<file path="src/rtl/lsu_align_pkg.sv">
package lsu_align_pkg;

    localparam int DATA_W = 32;
    localparam int LANES  = DATA_W / 8;
    localparam int OFS_W  = $clog2(LANES);
    localparam int HALF_W = DATA_W / 2;

    typedef enum logic [1:0] {
        SZ_BYTE  = 2'b00,
        SZ_HALF  = 2'b01,
        SZ_WORD  = 2'b10,
        SZ_WORD2 = 2'b11
    } acc_size_e;

    typedef struct packed {
        logic [DATA_W-1:0] load_data;
        logic [DATA_W-1:0] store_wdata;
        logic [LANES-1:0]  byte_en;
        logic              misaligned;
    } align_rsp_t;

    function automatic logic is_word(acc_size_e sz);
        return sz[1];
    endfunction

    function automatic logic offset_bad(acc_size_e sz, logic [OFS_W-1:0] ofs);
        logic bad;
        if (is_word(sz))        bad = (ofs != '0);
        else if (sz == SZ_HALF) bad = ofs[0];
        else                    bad = 1'b0;
        return bad;
    endfunction

endpackage

</file>
<file path="src/rtl/lsu_misalign_detect.sv">
module lsu_misalign_detect
    import lsu_align_pkg::*;
(
    input  acc_size_e        size_i,
    input  logic [OFS_W-1:0] ofs_i,
    output logic             bad_o
);
    always_comb begin
        bad_o = offset_bad(size_i, ofs_i);
    end
endmodule

</file>
<file path="src/rtl/lsu_load_extend.sv">
module lsu_load_extend
    import lsu_align_pkg::*;
(
    input  acc_size_e         size_i,
    input  logic              zext_i,
    input  logic [OFS_W-1:0]  ofs_i,
    input  logic              bad_i,
    input  logic [DATA_W-1:0] word_i,
    output logic [DATA_W-1:0] data_o
);
    logic [7:0]        sel_byte;
    logic [HALF_W-1:0] sel_half;
    logic              fill;

    always_comb begin
        sel_byte = word_i[{ofs_i, 3'b000} +: 8];
        sel_half = word_i[{ofs_i[OFS_W-1], 4'b0000} +: HALF_W];
        data_o   = '0;
        fill     = 1'b0;
        if (bad_i) begin
            data_o = '0;
        end else if (is_word(size_i)) begin
            data_o = word_i;
        end else if (size_i == SZ_HALF) begin
            fill   = ~zext_i & sel_half[HALF_W-1];
            data_o = {{(DATA_W-HALF_W){fill}}, sel_half};
        end else begin
            fill   = ~zext_i & sel_byte[7];
            data_o = {{(DATA_W-8){fill}}, sel_byte};
        end
    end
endmodule

</file>
<file path="src/rtl/lsu_store_steer.sv">
module lsu_store_steer
    import lsu_align_pkg::*;
(
    input  acc_size_e         size_i,
    input  logic              write_i,
    input  logic [OFS_W-1:0]  ofs_i,
    input  logic              bad_i,
    input  logic [DATA_W-1:0] src_i,
    output logic [DATA_W-1:0] wdata_o,
    output logic [LANES-1:0]  en_o
);
    always_comb begin
        if (is_word(size_i))        wdata_o = src_i;
        else if (size_i == SZ_HALF) wdata_o = {(DATA_W/HALF_W){src_i[HALF_W-1:0]}};
        else                        wdata_o = {LANES{src_i[7:0]}};
    end

    for (genvar ln = 0; ln < LANES; ln++) begin : g_lane
        logic covers;
        always_comb begin
            if (is_word(size_i))
                covers = 1'b1;
            else if (size_i == SZ_HALF)
                covers = (ofs_i[OFS_W-1] == ln[OFS_W-1]);
            else
                covers = (ofs_i == ln[OFS_W-1:0]);
            en_o[ln] = write_i & ~bad_i & covers;
        end
    end
endmodule

</file>
<file path="src/rtl/lsu_lane_aligner.sv">
module lsu_lane_aligner
    import lsu_align_pkg::*;
(
    input  logic              clk,
    input  logic              rst,
    input  logic              is_store,
    input  logic [1:0]        acc_size,
    input  logic              ld_unsigned,
    input  logic [OFS_W-1:0]  addr_lo,
    input  logic [DATA_W-1:0] mem_rdata,
    input  logic [DATA_W-1:0] store_src,
    output logic [DATA_W-1:0] load_data,
    output logic [DATA_W-1:0] store_wdata,
    output logic [LANES-1:0]  byte_en,
    output logic              misaligned
);
    acc_size_e  size_c;
    align_rsp_t rsp_d, rsp_q;
    logic       bad_w;

    assign size_c = acc_size_e'(acc_size);

    lsu_misalign_detect u_detect (
        .size_i (size_c),
        .ofs_i  (addr_lo),
        .bad_o  (bad_w)
    );

    lsu_load_extend u_load (
        .size_i (size_c),
        .zext_i (ld_unsigned),
        .ofs_i  (addr_lo),
        .bad_i  (bad_w),
        .word_i (mem_rdata),
        .data_o (rsp_d.load_data)
    );

    lsu_store_steer u_store (
        .size_i  (size_c),
        .write_i (is_store),
        .ofs_i   (addr_lo),
        .bad_i   (bad_w),
        .src_i   (store_src),
        .wdata_o (rsp_d.store_wdata),
        .en_o    (rsp_d.byte_en)
    );

    assign rsp_d.misaligned = bad_w;

    always_ff @(posedge clk) begin
        if (rst) rsp_q <= '0;
        else     rsp_q <= rsp_d;
    end

    assign load_data   = rsp_q.load_data;
    assign store_wdata = rsp_q.store_wdata;
    assign byte_en     = rsp_q.byte_en;
    assign misaligned  = rsp_q.misaligned;
endmodule

</file>
<file path="config.mk">
export PLATFORM = sky130hd
export DESIGN_NAME = lsu_lane_aligner
export DESIGN_NICKNAME = d
export VERILOG_FILES = /design/src/rtl/lsu_align_pkg.sv /design/src/rtl/lsu_misalign_detect.sv /design/src/rtl/lsu_load_extend.sv /design/src/rtl/lsu_store_steer.sv /design/src/rtl/lsu_lane_aligner.sv
export SDC_FILE = /design/constraint.sdc
export NUM_CORES = 1
export LEC_CHECK = 0
export ABC_AREA = 1
export BUFFER_PORTS_ARGS = -buffer_cell sky130_fd_sc_hd__buf_2
export CORE_MARGIN = 3
export CORE_UTILIZATION = 43
export CTS_CLUSTER_DIAMETER = 100
export CTS_CLUSTER_SIZE = 10
export DETAILED_ROUTE_END_ITERATION = 12
export PLACE_DENSITY = 0.85
export SYNTH_ARGS = -nofsm -noshare
export SYNTH_HDL_FRONTEND = slang
export SYNTH_HIERARCHICAL = 1
export SYNTH_SLANG_ARGS = --single-unit
</file>
<file path="constraint.sdc">
create_clock -name clk -period 1.38 [get_ports clk]
set_clock_uncertainty 0.2 [all_clocks]
set_input_delay 0.069 -clock clk [delete_from_list [all_inputs] [get_ports clk]]
set_output_delay 0.069 -clock clk [all_outputs]
set_load 0.05 [all_outputs]
</file>
Word level (Yosys, flattened, before mapping):

Index checks and enable logic that the tools add are counted.

* bits of input ports: 72
* output and inout port bits: 69
* register bits after elaboration: 69
* word-level logic and storage cells: 37

* reductions and logical operators: 3
* equal/unequal tests: 4
* multiplexer cells: 14
* bitwise logic cells: 10
* shifts and indexed selects: 2

Operator list (count)
* two-way mux 32 bit: 4
* indexed part select 32 x 6 -> 16 bit: 1
* indexed part select 32 x 6 -> 8 bit: 1
* two-way mux 1 bit: 10
* bitwise AND 1 bit: 7
* equality test 2 x 1 -> 1 bit (second input constant): 2
* equality test 2 bit (second input constant): 2
* inverter 1 bit: 3
* logical NOT 2 bit: 1
* nonzero test 2 bit: 1
* OR reduction 2 bit: 1

Longest topological paths before layout:

Gate-level depths: netlist (run 1).

* depth in word-level cells: 6
* mapped depth: 12
* gate-level depth less buffers: 10

Hierarchy:

Netlist (run 1), hierarchy kept.

By module, submodules not included
* lsu_lane_aligner: cells an instance 215, area an instance 1958.1 um2, times used 1, seq. area each 1381.3 um2
* lsu_load_extend: cells an instance 163, area an instance 757.0 um2, times used 1, seq. area each 0.0 um2
* lsu_store_steer: cells an instance 109, area an instance 514.2 um2, times used 1, seq. area each 0.0 um2
* lsu_misalign_detect: cells an instance 4, area an instance 16.3 um2, times used 1, seq. area each 0.0 um2

Least setup slack after synthesis (run 1):

No wires, ideal clock.

* kind: input port to flip-flop
* start: input port addr_lo[1]
* end: register rsp_q, in the netlist load_data[6]
* arrival: 944 ps
* path slack: 119 ps
* setup time: 117 ps
* stages on the path: 9
* required time: 1063 ps
* buffers on the path: 2
* cell sequence: buf_4 -> buf_2 -> or2_0 -> o21ai_0 -> nand2_1 -> o21ai_0 -> a21oi_1 -> inv_1 -> nor2_1

* cells in the longest elaborated chain, start to end: 3
* elaborated cells between the ends (all ways): 7
* classes of those cells: 2 x shift; 3 x mux; 2 x reduce/logical

RTL lines
* start: declaration: line lsu_lane_aligner.sv:9 `input logic [OFS_W-1:0] addr_lo,`
* indexed part select 32 x 6 -> 8 bit, or another cell as far along: line lsu_load_extend.sv:16 `sel_byte = word_i[{ofs_i, 3'b000} +: 8];`
* two-way mux 32 bit / two-way mux 1 bit (equally long branches): line lsu_load_extend.sv:24, lsu_align_pkg.sv:28
* two-way mux 32 bit / OR reduction 2 bit (equally long branches)
* end signal: assignment: line lsu_lane_aligner.sv:52 `else rsp_q <= rsp_d;`
* end: declaration: line lsu_lane_aligner.sv:18 `align_rsp_t rsp_d, rsp_q;`

Several ways; a longest one is shown, not always the timed one.
A chain may end at the register's enable or synchronous reset.

Worst setup path in the final report (run 1):

* start: input port mem_rdata[27]
* end: register rsp_q, in the netlist load_data[3]

* cells in the longest elaborated chain, start to end: 3

RTL lines
* start: declaration: line lsu_lane_aligner.sv:10 `input logic [DATA_W-1:0] mem_rdata,`
* indexed part select 32 x 6 -> 8 bit: line lsu_load_extend.sv:16
* two-way mux 32 bit: line lsu_load_extend.sv:24 `end else if (size_i == SZ_HALF) begin`
* two-way mux 32 bit: line lsu_load_extend.sv:22 `end else if (is_word(size_i)) begin`

Every way passes these cells.

==> results of run 1 <==
-- power groups by stage --
stage / Combinational [uW] / Clock [uW] / Sequential, uW
after floorplan: 476 / 0 / 2640
after global placement: 1260 / 0 / 2190
after detailed placement: 1280 / 0 / 2190
after CTS: 1430 / 1470 / 2150
after global routing: 1590 / 1570 / 2160
final: 1470 / 1430 / 2150
-- logic make-up (layout without fill, tap and decap cells) --
kind of cell,after synthesis,count (layout),synth area share (%)
DFF,69,69,42.56
and+or+nand+nor,254,254,32.50
AOI/OAI and AO/OA,48,48,7.864
other,0,2,0
buffers and inverters,120,328,17.08
-- worst max path at each step --
stage / from / end / slack (ns) / depth (start not counted)
global placement: acc_size[0] / load_data[6]$_SDFF_PP0_ / -0.21 / 8
floorplan: addr_lo[1] / load_data[6]$_SDFF_PP0_ / 0.12 / 9
CTS: mem_rdata[14] / load_data[6]$_SDFF_PP0_ / 0.04 / 9
global route: mem_rdata[27] / load_data[3]$_SDFF_PP0_ / -0.03 / 8
finish: mem_rdata[27] / load_data[3]$_SDFF_PP0_ / 0.08 / 8
detailed placement: acc_size[0] / load_data[3]$_SDFF_PP0_ / -0.26 / 8
-- state kept, by name, summed over array words and instances, names as in the netlist --
register and cells:
store_wdata 32, byte_en 4, misaligned 1, load_data 32
-- Yosys cell counts --
library cell / n / area [sq um]
o21ai_0: 34 / 170.2
nand2_4: 1 / 11.26
nor2_2: 10 / 62.56
dfxtp_1: 69 / 1381
buf_4: 10 / 75.07
o21ai_1: 1 / 5.000
or2_0: 1 / 6.260
inv_2: 2 / 7.510
nand2_1: 102 / 382.9
inv_4: 1 / 6.260
buf_6: 7 / 78.83
nand3_1: 27 / 135.1
nor2_1: 102 / 382.9
or2_2: 6 / 37.54
nor2_4: 1 / 11.26
a21oi_1: 9 / 45.04
clkbuf_1: 4 / 15.01
nand2_2: 4 / 25.02
buf_2: 9 / 45.04
inv_1: 87 / 326.6
a21oi_2: 4 / 35.03
-- through the flow --
stage / cell area (sq um) / TNS [ns]
floorplan: 3246 / 0
global placement: 4034 / -2.195
detailed placement: 4034 / -4.407
CTS: 4862 / 0
global route: 4880 / -0.03278
finish: 4882 / 0
-- what timing repair did --
| item | in CTS | in global routing |
|---|---|---|
| endpoints found under the setup margin | 0 | 14 |
| endpoints found under the hold margin | 68 | 0 |
| hold buffers | 66 | 0 |
| resized for setup | 0 | 14 |
-- layout make-up --
type	instances	share of cell area (%)
repair buffers	222	31.42
inverters	90	6.971
clock buffers	10	2.614
well taps	99	2.537
multi-input cells	302	27.24
diodes	2	0.1025
flip-flops and latches	69	28.29
clock inverters	6	0.8201
-- metal layers --
metal,wire [microns],share of wire (%),vias to the layer above,GRT usage [%]
met5,0,0,-,0
met4,443,4.1,0,14.29
met3,1011,9.3,39,6.905
met2,5427,50,214,45.41
met1,3959,37,1680,26.58
li1,-,-,1845,-
-- cells in the final DEF, fill, tap and decap left out, types with 2 or more instances in the layout --
cell           instances
nand3_1               27
buf_4                 13
o21ai_0               27
clkinv_2               3
nand2_1              102
nor2_1               100
buf_12                 4
dlygate4sd3_1         66
clkinv_4               2
or2_2                  6
inv_2                  2
diode_2                2
o21ai_1                4
buf_2                139
inv_1                 87
nor2_2                12
a21oi_1                9
clkbuf_8               9
a21oi_2                4
o21ai_2                4
nand2_2                4
dfxtp_1               69
==> summary.md, run 1 <==
| Metric | Value |
|---|---|
| Port bufs | `140` |
| Share of power burned in registers | `approximately 43%` |
| Die Ht | `just over 90 microns` |
| Clock sink count | `69` |
| Post-placement worst setup slack | `-0.2567 ns` |
| DRC viols | `0` |
| Layout Utilization | `66.95%` |
| Clk buf depth | `2` |
| H-tree depth | `3` |
| P_leak | `0.002702 uW` |
| CTS tree | `done` |
| Seq/Total Area, Yosys | `42.56%` |
| Die area | `roughly 8600 sq um` |
| Slowest stage delay, CP | `about 0.55 ns` |
| Post-DRT Antenna Nets | `0` |
| Area Growth Syn to Fin | `50.42%` |
| Number of buffers created by CTS | `9` |
| Synthesized netlist cell count | `491` |
| Placer Congestion | `0.9456` |
| P_sw | `1791 uW` |
| Final Cycle Share | `between 90% and 100%` |
| Num ports | `between 100 and 150` |
| Total vias in the final route | `3778` |
| Pins Over Slew Limit | `0` |
| Final Non-Filler Cells | `800` |
| Site Rows | `31` |
| Initial core utilization | `44.51%` |
| Synth Net Count | `563` |
| Area occupied by multi-input gates | `1330 sq um` |
| Worst-path cell with the longest stage delay | `dlygate4sd3_1` |
| Post-synthesis cell type count | `21` |
| Synth Warn # | `6` |
| Synth Area per Inst | `6.610 sq um` |
| Critical setup path kind | `input port to flop` |
| Clock Power Share | `28.3%` |
| Largest net degree at the start of global routing | `70` |
| Top delay family on crit path | `buffers and inverters` |
| Worst hold margin | `0.04748 ns` |
| Routed wire length | `10840 microns` |
| Total power | `between 5000 and 6000 uW` |
| Tightest Pin Transition | `0.4687 ns` |
| Initial antenna violation count | `1` |
| Nets | `766` |
| Number of hold violations in the final report | `0` |
| Storage element area | `1381 sq um` |
| Die W | `slightly above 90 microns` |
| Max-slew headroom | `68.72%` |
| Sw frac | `35.46%` |
| CP Capture Type | `flop` |
| Arr. time, crit path | `1.32 ns` |
| Ratio of cells with drive above 1 in the final layout | `29.47%` |
| Internal cell power | `3259 uW` |
| Dpl hpwl | `about 6600 microns` |
| Gate power share | `29.2%` |
| Worst Hold Class | `input port to flop` |
| Tot GR Track Use | `25.38%` |
| Wire length per cell | `~14 microns` |
| # Post-CTS Setup Buffers | `0` |
| Core Area | `7292 sq um` |
| Cell breakdown of the critical path | `dlygate4sd3_1, buf_2, o21ai_2, nand2_1, o21ai_0, a21oi_1, inv_1, nor2_1` |
| Vias per cell | `4.723` |
| Worst Hold Path Cells | `7` |
| First-pass GRT wire length | `about 17000 microns` |
| Final worst slack | `0.08070 ns` |
| Worst setup SP type | `input port` |
| Clock Tree Root | `clkbuf_8` |
| Register clock-pin slew on the reported worst setup and hold paths | `0.07 ns` |
| Fin crit period | `1.299 ns` |
| Grt ovf | `0` |
| Synth Register Bits | `69` |
| Pwr Density | `1034 nW/um^2` |
| Crit path required time | `1.40 ns` |
| Vias in the first global route | `approximately 3700` |
| Hold Path Origin | `addr_lo[0]` |
| Synthesized area | `3246 sq um` |
| Status | `complete, no violations` |
| Setup-failing EPs final | `0` |
| Initial DRC Count | `172` |
| Buf+Inv Stages, Crit Path | `3` |
| TritonRoute pass-1 iters | `6` |
| Max_cap viols | `0` |
| Dpl cells | `717` |
| Fmax achieved | `0.7696 GHz` |
| Filler cells | `~590` |
| VDD IR max | `598.8 uV` |
| Crit Path Max Fanout | `2` |
| Hold EP | `byte_en[2]$_SDFF_PP0_` |
No activity file was read; power rests on OpenSTA's default activity.
==> run 2, diff against run 1 <==
- PLACE_DENSITY: 0.85 -> 0.88
- SYNTH_HIERARCHICAL: 1 -> unset
==> run 2 against run 1 <==
Effect of this change:
- the run now ends with negative hold slack left
- largest cell class unchanged
- total power is 3.8% higher
- clock power up 24%
- non-clock buffer count grew 16
- wire length decreased by 2.7%
- first-iteration DRC count is 99% higher
- sequential power is essentially flat
==> summary.md, run 2 <==
| Metric | Value |
|---|---|
| Pins Over Slew Limit | `0 (unchanged)` |
| Top cell type's share of synthesized area | `50.71% (was 42.56%)` |
| CTS tree | `done (unchanged)` |
| CP Capture Type | `flop (unchanged)` |
| Vias in the first global route | `3467 (was 3742)` |
| Setup TNS | `0 ns (unchanged)` |
| Crit path required time | `1.41 ns (was 1.40 ns)` |
| Arr. time, crit path | `1.38 ns (was 1.32 ns)` |
| Die Ht | `85.59 microns (was 92.88 microns)` |
| Initial DRC Count | `343 (was 172)` |
| Seq/Total Area, Yosys | `50.71% (was 42.56%)` |
| Ratio of cells with drive above 1 in the final layout | `33.73% (was 29.47%)` |
| RSZ-0062 raised after global routing | `false` |
| Post-DRT Antenna Nets | `0 (unchanged)` |
| Worst setup SP type | `input port (unchanged)` |
| Final Non-Filler Cells | `663 (was 800)` |
| Nets | `654 (was 766)` |
| Synthesized netlist cell count | `353 (was 491)` |
| First-pass GRT wire length | `16570 microns (was 17330 microns)` |
| Synth Net Count | `425 (was 563)` |
| Grt ovf | `0 (unchanged)` |
| Routed wire length | `10550 microns (was 10840 microns)` |
| Max-slew headroom | `64.80% (was 68.72%)` |
| Synth Warn # | `0 (was 6)` |
| EDFF count, synth | `0 (unchanged)` |
| Die area | `7326 sq um (was 8627 sq um)` |
| Final Cycle Share | `97.91% (was 94.15%)` |
| Status | `complete, but fails checks (was complete, no violations)` |
| Post-synthesis cell type count | `22 (was 21)` |
| Num ports | `141 (unchanged)` |
| Initial antenna violation count | `1 (unchanged)` |
| Placer Congestion | `0.8939 (was 0.9456)` |
| H-tree depth | `3 (unchanged)` |
| Tightest Pin Transition | `0.5279 ns (was 0.4687 ns)` |
| Clock sink count | `69 (unchanged)` |
| Vias per cell | `5.164 (was 4.723)` |
| Synth async-reset ratio | `0% (unchanged)` |
| Wire length per cell | `15.92 microns (was 13.55 microns)` |
| VDD IR max | `859.9 uV (was 598.8 uV)` |
| Synth Register Bits | `69 (unchanged)` |
| Setup-failing EPs final | `0 (unchanged)` |
| Synthesized area | `2724 sq um (was 3246 sq um)` |
| Fmax achieved | `0.7401 GHz (was 0.7696 GHz)` |
| Largest net degree at the start of global routing | `26 (was 70)` |
| Area leader, netlist | `dfxtp_1 (unchanged)` |
| Cell Area, Placed | `3556 sq um (was 4034 sq um)` |
| TritonRoute pass-1 iters | `5 (was 6)` |
| Final worst slack | `0.02888 ns (was 0.08070 ns)` |
| Crit Path Max Fanout | `2 (unchanged)` |
| Port bufs | `140 (unchanged)` |
| Most common cell after layout, fill and taps aside | `buf_2 (unchanged)` |
| Total power | `5241 uW (was 5050 uW)` |
| Die W | `85.59 microns (was 92.88 microns)` |
| Final instance area | `4623 sq um (was 4882 sq um)` |
| Critical setup path kind | `input port to flop (unchanged)` |
| Violated checks | `negative hold slack` |
| Synth area leaders | `dfxtp_1 51%, nand2_1 17%, a21oi_1 9.0% (was dfxtp_1 43%, nand2_1 12%, nor2_1 12%)` |
| Worst hold margin | `-0.01824 ns (was 0.04748 ns)` |
| Synth cell count leaders | `120 x nand2_1, 69 x dfxtp_1, 49 x a21oi_1 (was 102 x nand2_1, 102 x nor2_1, 87 x inv_1)` |
| Site Rows | `28 (was 31)` |
| Post-placement worst setup slack | `0.008873 ns (was -0.2567 ns)` |
| Pwr Density | `1134 nW/um^2 (was 1034 nW/um^2)` |
| Main synth FF type | `dfxtp_1 (unchanged)` |
| Fin crit period | `1.351 ns (was 1.299 ns)` |
| Dpl cells | `565 (was 717)` |
| DRC viols | `0 (unchanged)` |
| Clk buf depth | `2 (unchanged)` |
| Dpl hpwl | `6139 microns (was 6610 microns)` |
| Core Area | `6026 sq um (was 7292 sq um)` |
| Synth Area per Inst | `7.716 sq um (was 6.610 sq um)` |
| Tot GR Track Use | `28.82% (was 25.38%)` |
| P_leak | `0.002438 uW (was 0.002702 uW)` |
| Area Growth Syn to Fin | `69.73% (was 50.42%)` |
| Max_cap viols | `0 (unchanged)` |
| Number of buffers created by CTS | `9 (unchanged)` |
| Register clock-pin slew on the reported worst setup and hold paths | `0.08 ns (was 0.07 ns)` |
| Clock Tree Root | `clkbuf_8 (unchanged)` |
| Total vias in the final route | `3424 (was 3778)` |
| Worst Hold Class | `input port to flop (unchanged)` |
| Most frequent cell after synthesis | `nand2_1` |
| Initial core utilization | `45.20% (was 44.51%)` |
| Most frequent cells in the layout | `135 x buf_2, 119 x nand2_1, 80 x dlygate4sd3_1 (was 139 x buf_2, 102 x nand2_1, 100 x nor2_1)` |
| Number of hold violations in the final report | `1 (was 0)` |
[run 2: cell types whose count changed after synthesis, sizes merged]
| cell | change |
|---|---|
| nand3 | -5 |
| a211oi | +1 |
| buf | -16 |
| or2 | -7 |
| clkbuf | +6 |
| inv | -65 |
| nor2 | -96 |
| o21ai | -31 |
| nor3 | +1 |
| a21oi | +47 |
| nand2 | +18 |
| o211ai | +9 |
[run 2: final cells by class]
type,instances,area (sq um)
Antenna cell,1,2.502
Tap cell,75,93.84
Inverter,25,96.34
Sequential cell,69,1381
Timing Repair Buffer,238,1702
Multi-Input combinational cell,239,1141
Clock inverter,5,75.07
Clock buffer,11,131.4
Fill cell,397,1403
[run 2: cell families after synthesis]
kind of cell	share of synthesized area, %
simple gates	25.22
compound gates	16.31
flops	50.71
buf+inv	7.763
[run 2: worst max-delay path, cell delays in order]
cell and delay [ns]:
dlygate4sd3_1 0.54, buf_2 0.14, inv_2 0.06, nor2_1 0.03, dlygate4sd3_1 0.54
[run 2: layer usage]
metal  global-route usage [%]  vias up  wire, microns
met4                    15.11        0            490
li1                         -     1594              -
met2                    50.28      221           5339
met3                    5.476       56            884
met5                        0        -              0
met1                    33.35     1553           3837
[run 2: metrics by stage]
step / utilization (%) / hold WS (ns)
after global routing: 76.72 / 0.03498
after global placement: 59.01 / 0.1080
after CTS: 76.23 / -0.1801
final: 76.72 / -0.01824
after floorplan: - / -0.06193
after detailed placement: 59.01 / 0.1118
[run 2: path summary, 6_finish.rpt]
path / startpoint / end / slack (ns) / depth (start not counted)
max: store_src[7] / store_wdata[7]$_SDFF_PP0_ / 0.03 / 5
min: acc_size[1] / store_wdata[18]$_SDFF_PP0_ / -0.02 / 4
[run 2: power breakdown]
group	switching, uW	internal, uW	total [uW]	leakage (uW)
clock network	762	1010	1770	0.000107
logic	866	467	1330	0.00176
registers	30.3	2110	2140	0.000569
total	1660	3580	5240	0.00244
[run 2: what timing repair did]
| action | CTS | global route |
|---|---|---|
| resized for setup | 0 | 9 |
| endpoints found under the setup margin | 0 | 18 |
| hold buffers | 83 | 4 |
| endpoints found under the hold margin | 69 | 3 |
| setup buffers | 0 | 2 |
==> run 3, diff against run 2 <==
- CTS_BUF_LIST: unset -> sky130_fd_sc_hd__clkbuf_4 sky130_fd_sc_hd__clkbuf_8
==> run 3 against run 2 <==
Effect of this change:
- the flow still finishes with violations (negative hold slack)
- die area unchanged
- wire length rose by 3.3%
- utilization decreased by 0.083 points
- maximum frequency grew 0.21%
- sequential share of layout area is essentially flat
- setup slack better by 0.0028 ns
- non-clock buffer count decreased by 1
- critical path type unchanged
- largest cell class unchanged
==> summary.md, run 3 (synthesis results as in run 2) <==
| Metric | Value |
|---|---|
| Slowest stage delay, CP | `0.54 ns (about the same)` |
| Most common cell after layout, fill and taps aside | `buf_2 (unchanged)` |
| Top delay family on crit path | `buffers and inverters (unchanged)` |
| Max-slew headroom | `64.04% (was 64.80%)` |
| Setup-failing EPs final | `0 (unchanged)` |
| Critical setup path kind | `input port to flop (unchanged)` |
| Vias per cell | `5.252 (was 5.164)` |
| Initial antenna violation count | `1 (unchanged)` |
| Gate power share | `25.3% (was 25.4%)` |
| Clock Tree Root | `clkbuf_8 (unchanged)` |
| Dpl hpwl | `6139 microns (unchanged)` |
| Worst Hold Path Cells | `4 (unchanged)` |
| Tot GR Track Use | `29.20% (was 28.82%)` |
| Tightest Pin Transition | `0.5394 ns (was 0.5279 ns)` |
| Cell Area, Placed | `3556 sq um (unchanged)` |
| Worst-path cell with the longest stage delay | `dlygate4sd3_1 (unchanged)` |
| Area Growth Syn to Fin | `69.55% (was 69.73%)` |
| Largest net degree at the start of global routing | `26 (unchanged)` |
| Arr. time, crit path | `1.39 ns (was 1.38 ns)` |
| Worst Hold Class | `input port to flop (unchanged)` |
| Worst hold margin | `-0.02050 ns (was -0.01824 ns)` |
| Ratio of cells with drive above 1 in the final layout | `33.96% (was 33.73%)` |
| Hold EP | `store_wdata[18]$_SDFF_PP0_ (unchanged)` |
| Initial core utilization | `45.20% (unchanged)` |
| Most frequent cells in the layout | `135 x buf_2, 119 x nand2_1, 78 x dlygate4sd3_1 (was 135 x buf_2, 119 x nand2_1, 80 x dlygate4sd3_1)` |
| Crit path required time | `1.42 ns (was 1.41 ns)` |
| Clock Power Share | `34.3% (was 33.8%)` |
| Final Non-Filler Cells | `662 (was 663)` |
| Dpl cells | `565 (unchanged)` |
| Max_cap viols | `0 (unchanged)` |
| VDD IR max | `819.1 uV (was 859.9 uV)` |
| Cell breakdown of the critical path | `dlygate4sd3_1, buf_2, inv_1, nor2_1, dlygate4sd3_1 (was dlygate4sd3_1, buf_2, inv_2, nor2_1, dlygate4sd3_1)` |
| Post-DRT Antenna Nets | `0 (unchanged)` |
| Metal2 WL | `5399 microns (was 5339 microns)` |
| Setup TNS | `0 ns (unchanged)` |
| Internal cell power | `3621 uW (was 3583 uW)` |
| P_leak | `0.002444 uW (was 0.002438 uW)` |
| Initial DRC Count | `373 (was 343)` |
| Clock sink count | `69 (unchanged)` |
| TritonRoute pass-1 iters | `6 (was 5)` |
| Num ports | `141 (unchanged)` |
| Violated checks | `negative hold slack (unchanged)` |
| Top sig layer | `met4 (unchanged)` |
| Site Rows | `28 (unchanged)` |
| Number of hold violations in the final report | `4 (was 1)` |
| Met3 wire len | `1009 microns (was 884 microns)` |
| First-pass GRT wire length | `16790 microns (was 16570 microns)` |
| WL met1 | `3811 microns (was 3837 microns)` |
| Status | `complete, but fails checks (unchanged)` |
| Filler cells | `399 (was 397)` |
| CP Capture Type | `flop (unchanged)` |
| RSZ-0062 raised after global routing | `false (unchanged)` |
| Buf+Inv Stages, Crit Path | `4 (unchanged)` |
| Clk buf depth | `2 (unchanged)` |
| Crit Path Max Fanout | `2 (unchanged)` |
| Wire length per cell | `16.47 microns (was 15.92 microns)` |
| CTS tree | `done (unchanged)` |
| Share of power burned in registers | `40.4% (was 40.8%)` |
| P_sw | `1674 uW (was 1658 uW)` |
| Critical path's most frequent cell | `dlygate4sd3_1 (unchanged)` |
| Die area | `7326 sq um (unchanged)` |
| Die Ht | `85.59 microns (unchanged)` |
| Final Cycle Share | `97.70% (was 97.91%)` |
| Layout Utilization | `76.64% (was 76.72%)` |
| Vias in the first global route | `3447 (was 3467)` |
| Grt ovf | `0 (unchanged)` |
| Pwr Density | `1146 nW/um^2 (was 1134 nW/um^2)` |
| Pins Over Slew Limit | `0 (unchanged)` |
| Total vias in the final route | `3477 (was 3424)` |
| Fmax achieved | `0.7417 GHz (was 0.7401 GHz)` |
| Worst setup SP type | `input port (unchanged)` |
| H-tree depth | `3 (unchanged)` |
| Routed wire length | `10900 microns (was 10550 microns)` |
| Port bufs | `140 (unchanged)` |
| DRC viols | `0 (unchanged)` |
| Hold Path Origin | `acc_size[1] (unchanged)` |
| Die W | `85.59 microns (unchanged)` |
| Number of buffers created by CTS | `9 (unchanged)` |
| Sw frac | `31.61% (was 31.64%)` |
| Core Area | `6026 sq um (unchanged)` |
| Register clock-pin slew on the reported worst setup and hold paths | `0.08 ns (about the same)` |
| Nets | `653 (was 654)` |
| Fin crit period | `1.348 ns (was 1.351 ns)` |
| Final instance area | `4618 sq um (was 4623 sq um)` |
| Placer Congestion | `0.8939 (unchanged)` |
run 3: timing repair:
item | in CTS | in global routing
gates resized for setup | 0 | 7
hold buffers | 83 | 3
endpoints found under the hold margin | 69 | 4
buffers inserted | 0 | 3
setup endpoints to repair | 0 | 18
run 3: worst max path at each step:
stage,from,endpoint,slack [ns],cells after the start
2_1_floorplan,addr_lo[1],load_data[22]$_SDFF_PP0_,0.12,8
3_3_place_gp,acc_size[1],load_data[13]$_SDFF_PP0_,0.02,8
3_5_place_dp,acc_size[1],load_data[13]$_SDFF_PP0_,0.009,8
4_1_cts,store_src[19],store_wdata[19]$_SDFF_PP0_,0.01,5
5_1_grt,store_src[1],store_wdata[1]$_SDFF_PP0_,0.01,5
6_report,store_src[5],store_wdata[5]$_SDFF_PP0_,0.03,5
run 3: area by class of cell:
class	instances	area [sq um]	area share, %
Inverter	25	96.34	2.086
Clock inverter	5	75.07	1.626
Timing Repair Buffer	237	1689	36.58
Sequential cell	69	1381	29.91
Tap cell	75	93.84	2.032
Multi-Input combinational cell	239	1141	24.71
Antenna cell	1	2.502	0.05419
Clock buffer	11	138.9	3.007
run 3: per-stage QoR:
stage	hold WS (ns)	total power, uW	worst slack, ns
finish	-0.02050	5294	0.03173
global route	0.03416	5479	0.01027
CTS	-0.1801	5232	0.01425
detailed placement	0.1118	3271	0.008873
global placement	0.1080	3253	0.02276
floorplan	-0.06193	2928	0.1190
run 3: power by group through the flow:
stage	logic [uW]	clock network (uW)	registers, uW
floorplan	338	0	2590
finish	1340	1820	2140
global route	1420	1920	2140
CTS	1280	1820	2130
detailed placement	1090	0	2180
global placement	1080	0	2180
run 3: metal layers:
layer | vias to the layer above | track usage, %
li1 | 1591 | -
met4 | 0 | 14.82
met3 | 83 | 5.572
met1 | 1546 | 33.95
met5 | - | 0
met2 | 257 | 50.99
